**src/rtl/rxf_pkg.sv**
```systemverilog
package rxf_pkg;

  localparam int FRAME_MAX_BITS = 12;
  localparam int TMR_W = $clog2(4 * FRAME_MAX_BITS + 1);

  typedef struct packed {
    logic [1:0] trig;
    logic       mode;
    logic       en;
  } fcr_t;

  function automatic logic [3:0] frame_bits(input logic [3:0] fmt);
    return 4'd6 + {2'b00, fmt[1:0]} + {3'b000, fmt[3]} + (fmt[2] ? 4'd2 : 4'd1);
  endfunction

  function automatic logic [4:0] trig_level(input logic [1:0] sel);
    case (sel)
      2'b00:   return 5'd1;
      2'b01:   return 5'd4;
      2'b10:   return 5'd8;
      default: return 5'd14;
    endcase
  endfunction

endpackage

```
**src/rtl/rxf_fcr.sv**
```systemverilog
module rxf_fcr
  import rxf_pkg::*;
(
  input  logic       clk,
  input  logic       rst,
  input  logic       wr,
  input  logic [7:0] wdata,
  output fcr_t       fcr_q,
  output logic       rx_clr,
  output logic       tx_clr_q
);

  logic en_flip;

  assign en_flip = wr & (wdata[0] ^ fcr_q.en);
  assign rx_clr  = wr & (wdata[1] | en_flip);

  always_ff @(posedge clk) begin
    if (rst) begin
      fcr_q    <= '0;
      tx_clr_q <= 1'b0;
    end else begin
      tx_clr_q <= wr & (wdata[2] | en_flip);
      if (wr) begin
        fcr_q.trig <= wdata[7:6];
        fcr_q.mode <= wdata[3];
        fcr_q.en   <= wdata[0];
      end
    end
  end

endmodule

```
**src/rtl/rxf_store.sv**
```systemverilog
module rxf_store #(
  parameter int DEPTH = 16,
  parameter int DW    = 8,
  localparam int CW   = $clog2(DEPTH + 1),
  localparam int PW   = $clog2(DEPTH)
) (
  input  logic          clk,
  input  logic          rst,
  input  logic          clr,
  input  logic          push,
  input  logic [DW-1:0] push_data,
  input  logic          pop,
  output logic [DW-1:0] rd_data,
  output logic [CW-1:0] count,
  output logic          ovr_evt
);

  logic [DW-1:0] mem [DEPTH];
  logic [PW-1:0] head, tail;
  logic          full, wr_en, pop_ok;

  assign full    = (count == CW'(DEPTH));
  assign wr_en   = push & ~full & ~clr;
  assign pop_ok  = pop & (count != '0);
  assign ovr_evt = push & full & ~clr;

  function automatic logic [PW-1:0] wrap_inc(input logic [PW-1:0] p);
    return (p == PW'(DEPTH - 1)) ? '0 : p + PW'(1);
  endfunction

  always_ff @(posedge clk) begin
    if (wr_en) mem[head] <= push_data;
  end

  always_ff @(posedge clk) begin
    if (rst) begin
      rd_data <= '0;
    end else if (pop) begin
      rd_data <= pop_ok ? mem[tail] : '0;
    end
  end

  always_ff @(posedge clk) begin
    if (rst || clr) begin
      head  <= '0;
      tail  <= '0;
      count <= '0;
    end else begin
      if (wr_en)  head <= wrap_inc(head);
      if (pop_ok) tail <= wrap_inc(tail);
      case ({wr_en, pop_ok})
        2'b10:   count <= count + CW'(1);
        2'b01:   count <= count - CW'(1);
        default: count <= count;
      endcase
    end
  end

endmodule

```
**src/rtl/rxf_idle_timer.sv**
```systemverilog
module rxf_idle_timer #(
  parameter int TW = 6
) (
  input  logic          clk,
  input  logic          rst,
  input  logic          clr,
  input  logic          enable,
  input  logic          tick,
  input  logic          arrive,
  input  logic          pop,
  input  logic          has_data,
  input  logic          leaves_data,
  input  logic [TW-1:0] limit,
  output logic          pend
);

  logic [TW-1:0] cnt;

  always_ff @(posedge clk) begin
    if (rst || clr) begin
      cnt  <= '0;
      pend <= 1'b0;
    end else begin
      if (pop) pend <= 1'b0;
      if (arrive || !has_data || (pop && leaves_data)) begin
        cnt <= '0;
      end else if (enable && tick && !pend && !pop) begin
        if (cnt == limit - TW'(1)) begin
          pend <= 1'b1;
          cnt  <= '0;
        end else begin
          cnt <= cnt + TW'(1);
        end
      end
    end
  end

endmodule

```
**src/rtl/rx_fifo_ctl.sv**
```systemverilog
module rx_fifo_ctl
  import rxf_pkg::*;
#(
  parameter int DEPTH = 16,
  parameter int DW    = 8,
  localparam int CW   = $clog2(DEPTH + 1)
) (
  input  logic          clk,
  input  logic          rst,
  input  logic          rx_valid,
  input  logic [DW-1:0] rx_data,
  input  logic          rx_break,
  input  logic          baud_tick,
  input  logic [3:0]    lcr_fmt,
  input  logic          fcr_wr,
  input  logic [7:0]    fcr_wdata,
  input  logic          rd_pop,
  input  logic          lsr_rd,
  output logic [DW-1:0] rd_data,
  output logic [CW-1:0] fill_count,
  output logic          data_ready,
  output logic          overrun,
  output logic          brk_seen,
  output logic          timeout_pend,
  output logic          trig_hit,
  output logic [7:0]    fcr_state,
  output logic          tx_flush
);

  fcr_t            fcr_q;
  logic            rx_clr, push, ovr_evt;
  logic [DW-1:0]   push_byte;
  logic [TMR_W-1:0] limit;

  assign push      = rx_valid | rx_break;
  assign push_byte = rx_break ? '0 : rx_data;
  assign limit     = TMR_W'({frame_bits(lcr_fmt), 2'b00});

  rxf_fcr u_fcr (
    .clk      (clk),
    .rst      (rst),
    .wr       (fcr_wr),
    .wdata    (fcr_wdata),
    .fcr_q    (fcr_q),
    .rx_clr   (rx_clr),
    .tx_clr_q (tx_flush)
  );

  rxf_store #(.DEPTH(DEPTH), .DW(DW)) u_store (
    .clk       (clk),
    .rst       (rst),
    .clr       (rx_clr),
    .push      (push),
    .push_data (push_byte),
    .pop       (rd_pop),
    .rd_data   (rd_data),
    .count     (fill_count),
    .ovr_evt   (ovr_evt)
  );

  rxf_idle_timer #(.TW(TMR_W)) u_tmr (
    .clk         (clk),
    .rst         (rst),
    .clr         (rx_clr),
    .enable      (fcr_q.en),
    .tick        (baud_tick),
    .arrive      (push),
    .pop         (rd_pop),
    .has_data    (fill_count != '0),
    .leaves_data (fill_count > CW'(1)),
    .limit       (limit),
    .pend        (timeout_pend)
  );

  assign data_ready = (fill_count != '0);
  assign fcr_state  = {fcr_q.trig, 2'b00, fcr_q.mode, 2'b00, fcr_q.en};
  assign trig_hit   = fcr_q.en ? (int'(fill_count) >= int'(trig_level(fcr_q.trig)))
                               : data_ready;

  always_ff @(posedge clk) begin
    if (rst) begin
      overrun  <= 1'b0;
      brk_seen <= 1'b0;
    end else begin
      if (ovr_evt)     overrun <= 1'b1;
      else if (lsr_rd) overrun <= 1'b0;

      if (rx_clr)
        brk_seen <= 1'b0;
      else if (rx_break)
        brk_seen <= 1'b1;
      else if (lsr_rd || (rd_pop && fill_count == CW'(1)))
        brk_seen <= 1'b0;
    end
  end

endmodule

```
**config.mk**
```make
export PLATFORM = sky130hd
export DESIGN_NAME = rx_fifo_ctl
export DESIGN_NICKNAME = d
export VERILOG_FILES = /design/src/rtl/rxf_pkg.sv /design/src/rtl/rxf_fcr.sv /design/src/rtl/rxf_store.sv /design/src/rtl/rxf_idle_timer.sv /design/src/rtl/rx_fifo_ctl.sv
export SDC_FILE = /design/constraint.sdc
export NUM_CORES = 1
export LEC_CHECK = 0
export ABC_AREA = 1
export BUFFER_PORTS_ARGS = -buffer_cell sky130_fd_sc_hd__buf_4
export CAP_MARGIN = 20
export CORE_AREA = 2 2 84 166
export CTS_CLUSTER_SIZE = 25
export DETAILED_ROUTE_END_ITERATION = 10
export DIE_AREA = 0 0 86 168
export GPL_TIMING_DRIVEN = 0
export MAX_ROUTING_LAYER = met4
export PLACE_DENSITY_LB_ADDON = 0.25
export REMOVE_ABC_BUFFERS = 1
export SYNTH_ARGS = -nofsm -noshare
export SYNTH_HDL_FRONTEND = slang
export SYNTH_SLANG_ARGS = --single-unit
export TNS_END_PERCENT = 1
```
**constraint.sdc**
```tcl
create_clock -name clk -period 5.65 [get_ports clk]
set_input_delay 1.13 -clock clk [delete_from_list [all_inputs] [get_ports clk]]
set_output_delay 1.13 -clock clk [all_outputs]
set_load 0.05 [all_outputs]
```
After elaboration in Yosys (flattened, before gate mapping)
Memories as Yosys holds them, arrays and structs flattened. A register that Yosys moved wholly into a read port is not among the register bits.
Index checks and enable logic that the tools add are counted.
W data, S select, Z words.
Storage, ports and cells
  memory bits (writable): 128
  register bits after elaboration: 35
  bits of input ports: 28
  memories: 1
  logic and storage cells: 87
  output and inout bits: 27
Memory list
  u_store.mem: words 16, bits a word 8, rd ports 1, clocked after memory_dff 1, wr ports 1, line rxf_store.sv:18  | logic [DW-1:0] mem [DEPTH];
Operators by class
  equal/unequal tests: 9
  reduce and logical (&&, ||, !) cells: 19
  bitwise operators: 14
  muxes and demuxes: 21
  add/sub/neg operators: 9
  $lt $le $gt $ge: 2
Operator list (count)
  $mux W4: 4
  $mux W8: 2
  $pmux W4 S3: 1
  $mux W1: 11
  $pmux W5 S2: 1
  $add A4 B1 Y4 const B: 2
  $and A1 B1 Y1: 8
  $eq A4 B4 Y1 const B: 2
  $add A6 B1 Y6 const B: 1
  $eq A6 B6 Y1: 1
  $mux W6: 1
  $reduce_bool A2 Y1: 3
  $sub A6 B1 Y6 const B: 1
  $add A5 B1 Y5 const B: 1
  $eq A5 B1 Y1 const B: 1
  $eq A5 B5 Y1 const B: 1
  $ge A5 B5 Y1: 1
  $gt A5 B1 Y1 const B: 1
  $logic_and A1 B1 Y1: 5
  $reduce_bool A5 Y1: 1
  $sub A5 B1 Y5 const B: 1
  $add A3 B2 Y4 const A: 1
  $add A4 B1 Y4: 1
  $add A4 B2 Y4: 1
  10 further kinds: 21

Longest topological paths before layout
  depth after elaboration: 8
  depth in mapped cells: 15
  mapped depth without buffers: 15

Modules after synthesis
A second synthesis with hierarchy kept.
Unflattened totals
  cells, all modules: 901
  area total of the unflattened synthesis: 7967.6 um2
Modules (own cells, without submodules)
  rxf_store: times used 1, area each 6749.0 um2, seq. area each 4344.2 um2, cells an instance 696
  rxf_idle_timer: times used 1, area each 584.3 um2, seq. area each 140.1 um2, cells an instance 102
  rx_fifo_ctl: times used 1, area each 426.7 um2, seq. area each 40.0 um2, cells an instance 72
  rxf_fcr: times used 1, area each 207.7 um2, seq. area each 100.1 um2, cells an instance 31

Worst setup path after synthesis
Ideal clock, no wire load.
  kind: flip-flop to output port
  from: reg u_store.count[0]
  to: out trig_hit
  arrival: 2.264 ns
  slack: 2.256 ns
  buffers on the path: 0
  stages on the path, launching flop included: 8
  path through: dfxtp_1 -> inv_1 -> ha_1 -> inv_1 -> nor3_4 -> nand2_4 -> nor2_1 -> a21oi_1
Between the ends
  word-level cells in the longest chain between the ends: 2
RTL lines
  start: declaration: line rxf_store.sv:14  | output logic [CW-1:0] count,
  start signal: assignment: line rxf_store.sv:52  | 2'b10: count <= count + CW'(1);
  start signal: assignment: line rxf_store.sv:53  | 2'b01: count <= count - CW'(1);
  start signal: assignment: line rxf_store.sv:54  | default: count <= count;
  $reduce_bool A5 Y1: line rx_fifo_ctl.sv:75  | assign data_ready = (fill_count != '0);
  named net data_ready: line rx_fifo_ctl.sv:21  | output logic data_ready,
  $mux W1: line rx_fifo_ctl.sv:77  | assign trig_hit = fcr_q.en ? (int'(fill_count) >= int'(trig_level(fcr_q.trig)))
  end: declaration: line rx_fifo_ctl.sv:25  | output logic trig_hit,
The timed path passes the listed nets, and every way through them passes these cells.

Worst setup path after layout
  from: reg u_store.count[0]
  to: out trig_hit
Between the ends
  word-level cells in the longest chain between the ends: 2
RTL lines (line)
  $ge A5 B5 Y1 / $reduce_bool A5 Y1 (equally long branches): rx_fifo_ctl.sv:77, rx_fifo_ctl.sv:75
  $mux W1 *: rx_fifo_ctl.sv:77
Every way passes the cells marked *; elsewhere a longest branch is shown, timed or not.

==> results.yml <==
run_status:
  status: "finished clean"
clock_tree:
  htree_num_levels: 4
  postCtsSetupRepairBufs: 0
  cts_buffers: 17
  clkTransAtPathRegs_ns: 0.07
  holdBufCountCts: 0
  cts_root_buf: "clkbuf_16"
  clock_latency_ns: 0.41
  clockBufferDepth: 2
  ctsResizeCount: 0
  clock-sinks: 167
  cts_tree: "done"
job:
  drv_cap: 0
sta:
  finClkSkew_ns: 0.00693
  finalSetupTns_ns: 0
  timing.final.crit_share: 0.565
  finalMaxSlewViolations: 0
  rsz0062_at_grt: "no"
  finalCriticalPeriod_ns: 3.19
  tightest_slew_ns: 0.818
  maxSlewHeadroom: 0.453
  setup_viol: 0
  hold_viol_final: 0
  max_freq_mhz: 313
drt:
  drt-pass1-iter-count: 5
  route.final.wire_length_mm: 16.5
  drt-wirelength-per-cell_um: 15.7
  routed_via_density: 5.23
  ant_nets: 0
  route.detailed.drc: 0
  first_iter_violations: 517
  dr_total_vias: 5522
cells_and_area:
  syn_to_final_growth_pct: 14.6
  final_util: 0.668
  stdcell_count: 1055
  drive_above_1_share: 0.123
  diodes: 0
  fin_nets: 934
global_routing:
  grt_pass1_wl_mm: 25.7
  grt_start_max_net_pins: 65
  antenna_found_initial: 0
  grt_pass1_vias: 5096
  grtUsageTotal: 0.242
  grt_overflow: 0
die:
  fp.dieH_um: 168
  dieArea_um2: 14400
  rows: 60
  fp.dieW_um: 86
  core_um2: 13300
  start_util: 0.582
  ios: 55
logic_synthesis:
  synth_top_area_share: 0.497
  ys_seq_elements: 167
  synth_cell_types: 36
  ys_top_cells_by_area: "edfxtp_1, nand2_1, dfxtp_1"
  synth_warnings: 0
  ys_seq_area_frac: 0.598
  avgSynthCellArea_um2: 9.25
  synthesis.area_um2: 7740
  synth.largest_area_cell: "edfxtp_1"
  syn_inst: 837
place:
  placed_cells: 1016
  portBuffers: 48
  hpwl_mm: 10.6
  gp_congestion: 0.819
critical_path:
  reg2reg_depth: 12
  arrival_ns: 2.06
  cpMostUsedCell: "o21a_1"
  path_class: "register to output port"
  crit_required_ns: 4.52
  cp-end-kind: "output port"
  max_stage_delay_ns: 0.44
  r2r_slack_ns: 3.00
  crit_chain: "inv_1, ha_1, o21a_1, o21a_1, o21ai_0, a21oi_1, buf_4"
  crit_slowest_cell: "dfxtp_1"
  start_kind: "register"
  cp_max_fo: 7
min_path:
  hp-class: "register to register"
  min_path_cells: 2
power_and_ir_drop:
  ir_drop_mv: 0.240
  leakage_nw: 3.88
  power_density_nw_per_um2: 322
kinds of logic after synthesis:
logic type	synth area share
flops	0.598
xor+xnor	0.0113
other cells	0.000485
compound gates	0.0369
fa+ha+maj	0.0317
simple gates	0.224
buf+inv	0.0983
area by class of cell:
class                   count  area [um2]
flip-flops and latches    167        4630
fillers                  1029        4420
multi-input cells         490        2360
inverters                 150         566
repair buffers             61         543
clock buffers              18         429
well taps                 155         194
clock inverters            14         149
per-layer routing:
| metal | up-vias | track usage | part of all wire |
|---|---|---|---|
| li1 | 2765 | - | - |
| met1 | 2584 | 0.314 | 0.42 |
| met2 | 158 | 0.390 | 0.52 |
| met3 | 15 | 0.0417 | 0.053 |
| met4 | 0 | 0.0732 | 0.011 |
| met5 | - | - | 0 |
critical path: cells and delay by family (launching register included):
family                     cells  cell delay [ns]
AOI/OAI and AO/OA              4             0.57
buffers and inverters          2             0.33
DFF                            1             0.44
adders and majority gates      1             0.31
per-stage QoR:
| stage | hold slack [ns] | power (mW) | instance area [um2] | setup slack (ns) |
|---|---|---|---|---|
| after global routing | 0.484 | 2.95 | 8870 | 2.26 |
| after floorplan | 0.447 | 1.63 | 7550 | 2.24 |
| after detailed placement | 0.458 | 1.75 | 8210 | 2.45 |
| after global placement | 0.454 | 1.73 | 8110 | 1.42 |
| after CTS | 0.468 | 2.86 | 8790 | 2.43 |
| final | 0.465 | 2.85 | 8870 | 2.46 |
cell usage in the layout (no fill, tap or decap), drive strengths merged, types with 15 or more instances in the layout:
master / n
buf: 61
inv: 153
o21ai: 15
a21oi: 28
dfxtp: 39
edfxtp: 128
nand3: 104
nor2: 50
nand2: 243
clkbuf: 18
ha: 18
registers in the layout, indices dropped and copies added, names as in the netlist, named ones only:
name             cells
u_tmr.pend           1
brk_seen             1
u_tmr.cnt            6
overrun              1
u_store.tail         4
u_store.rd_data      8
u_store.count        5
u_store.head         4
u_fcr.tx_clr_q       1
u_store.mem        128
u_fcr.fcr_q          4
power breakdown:
part / switching [mW] / internal, mW
Combinational: 0.242 / 0.118
Sequential: 0.0218 / 1.35
Clock: 0.470 / 0.656
Total: 0.734 / 2.12
cell usage after synthesis:
cell type and n:
a21boi_1 1, a21oi_1 27, a21oi_2 1, buf_2 12, buf_4 11, buf_6 2, clkbuf_1 8, clkinv_1 2
conb_1 1, dfxtp_1 39, edfxtp_1 128, fa_1 1, ha_1 18, inv_1 144, inv_2 3, inv_4 1
nand2_1 239, nand2_2 1, nand2_4 3, nand3_1 103, nand3_2 1, nand3b_1 2, nand4_1 1, nor2_1 48
nor2_2 2, nor3_1 4, nor3_4 1, o211ai_1 2, o21a_1 2, o21ai_0 11, o21ai_2 3, o21ai_4 1
o22ai_1 1, or2_2 3, xnor2_1 3, xor2_1 7
final timing paths:
check / start / to
max: u_store.count[0]$_SDFFE_PP0P_ / trig_hit
min reg2reg: u_store.rd_data[3]$_SDFFE_PP0P_ / u_store.rd_data[3]$_SDFFE_PP0P_
max reg2reg: u_store.count[1]$_SDFFE_PP0P_ / u_store.count[2]$_SDFFE_PP0P_
min: u_store.rd_data[3]$_SDFFE_PP0P_ / u_store.rd_data[3]$_SDFFE_PP0P_
Note: power is estimated with default switching activity, not from simulation.
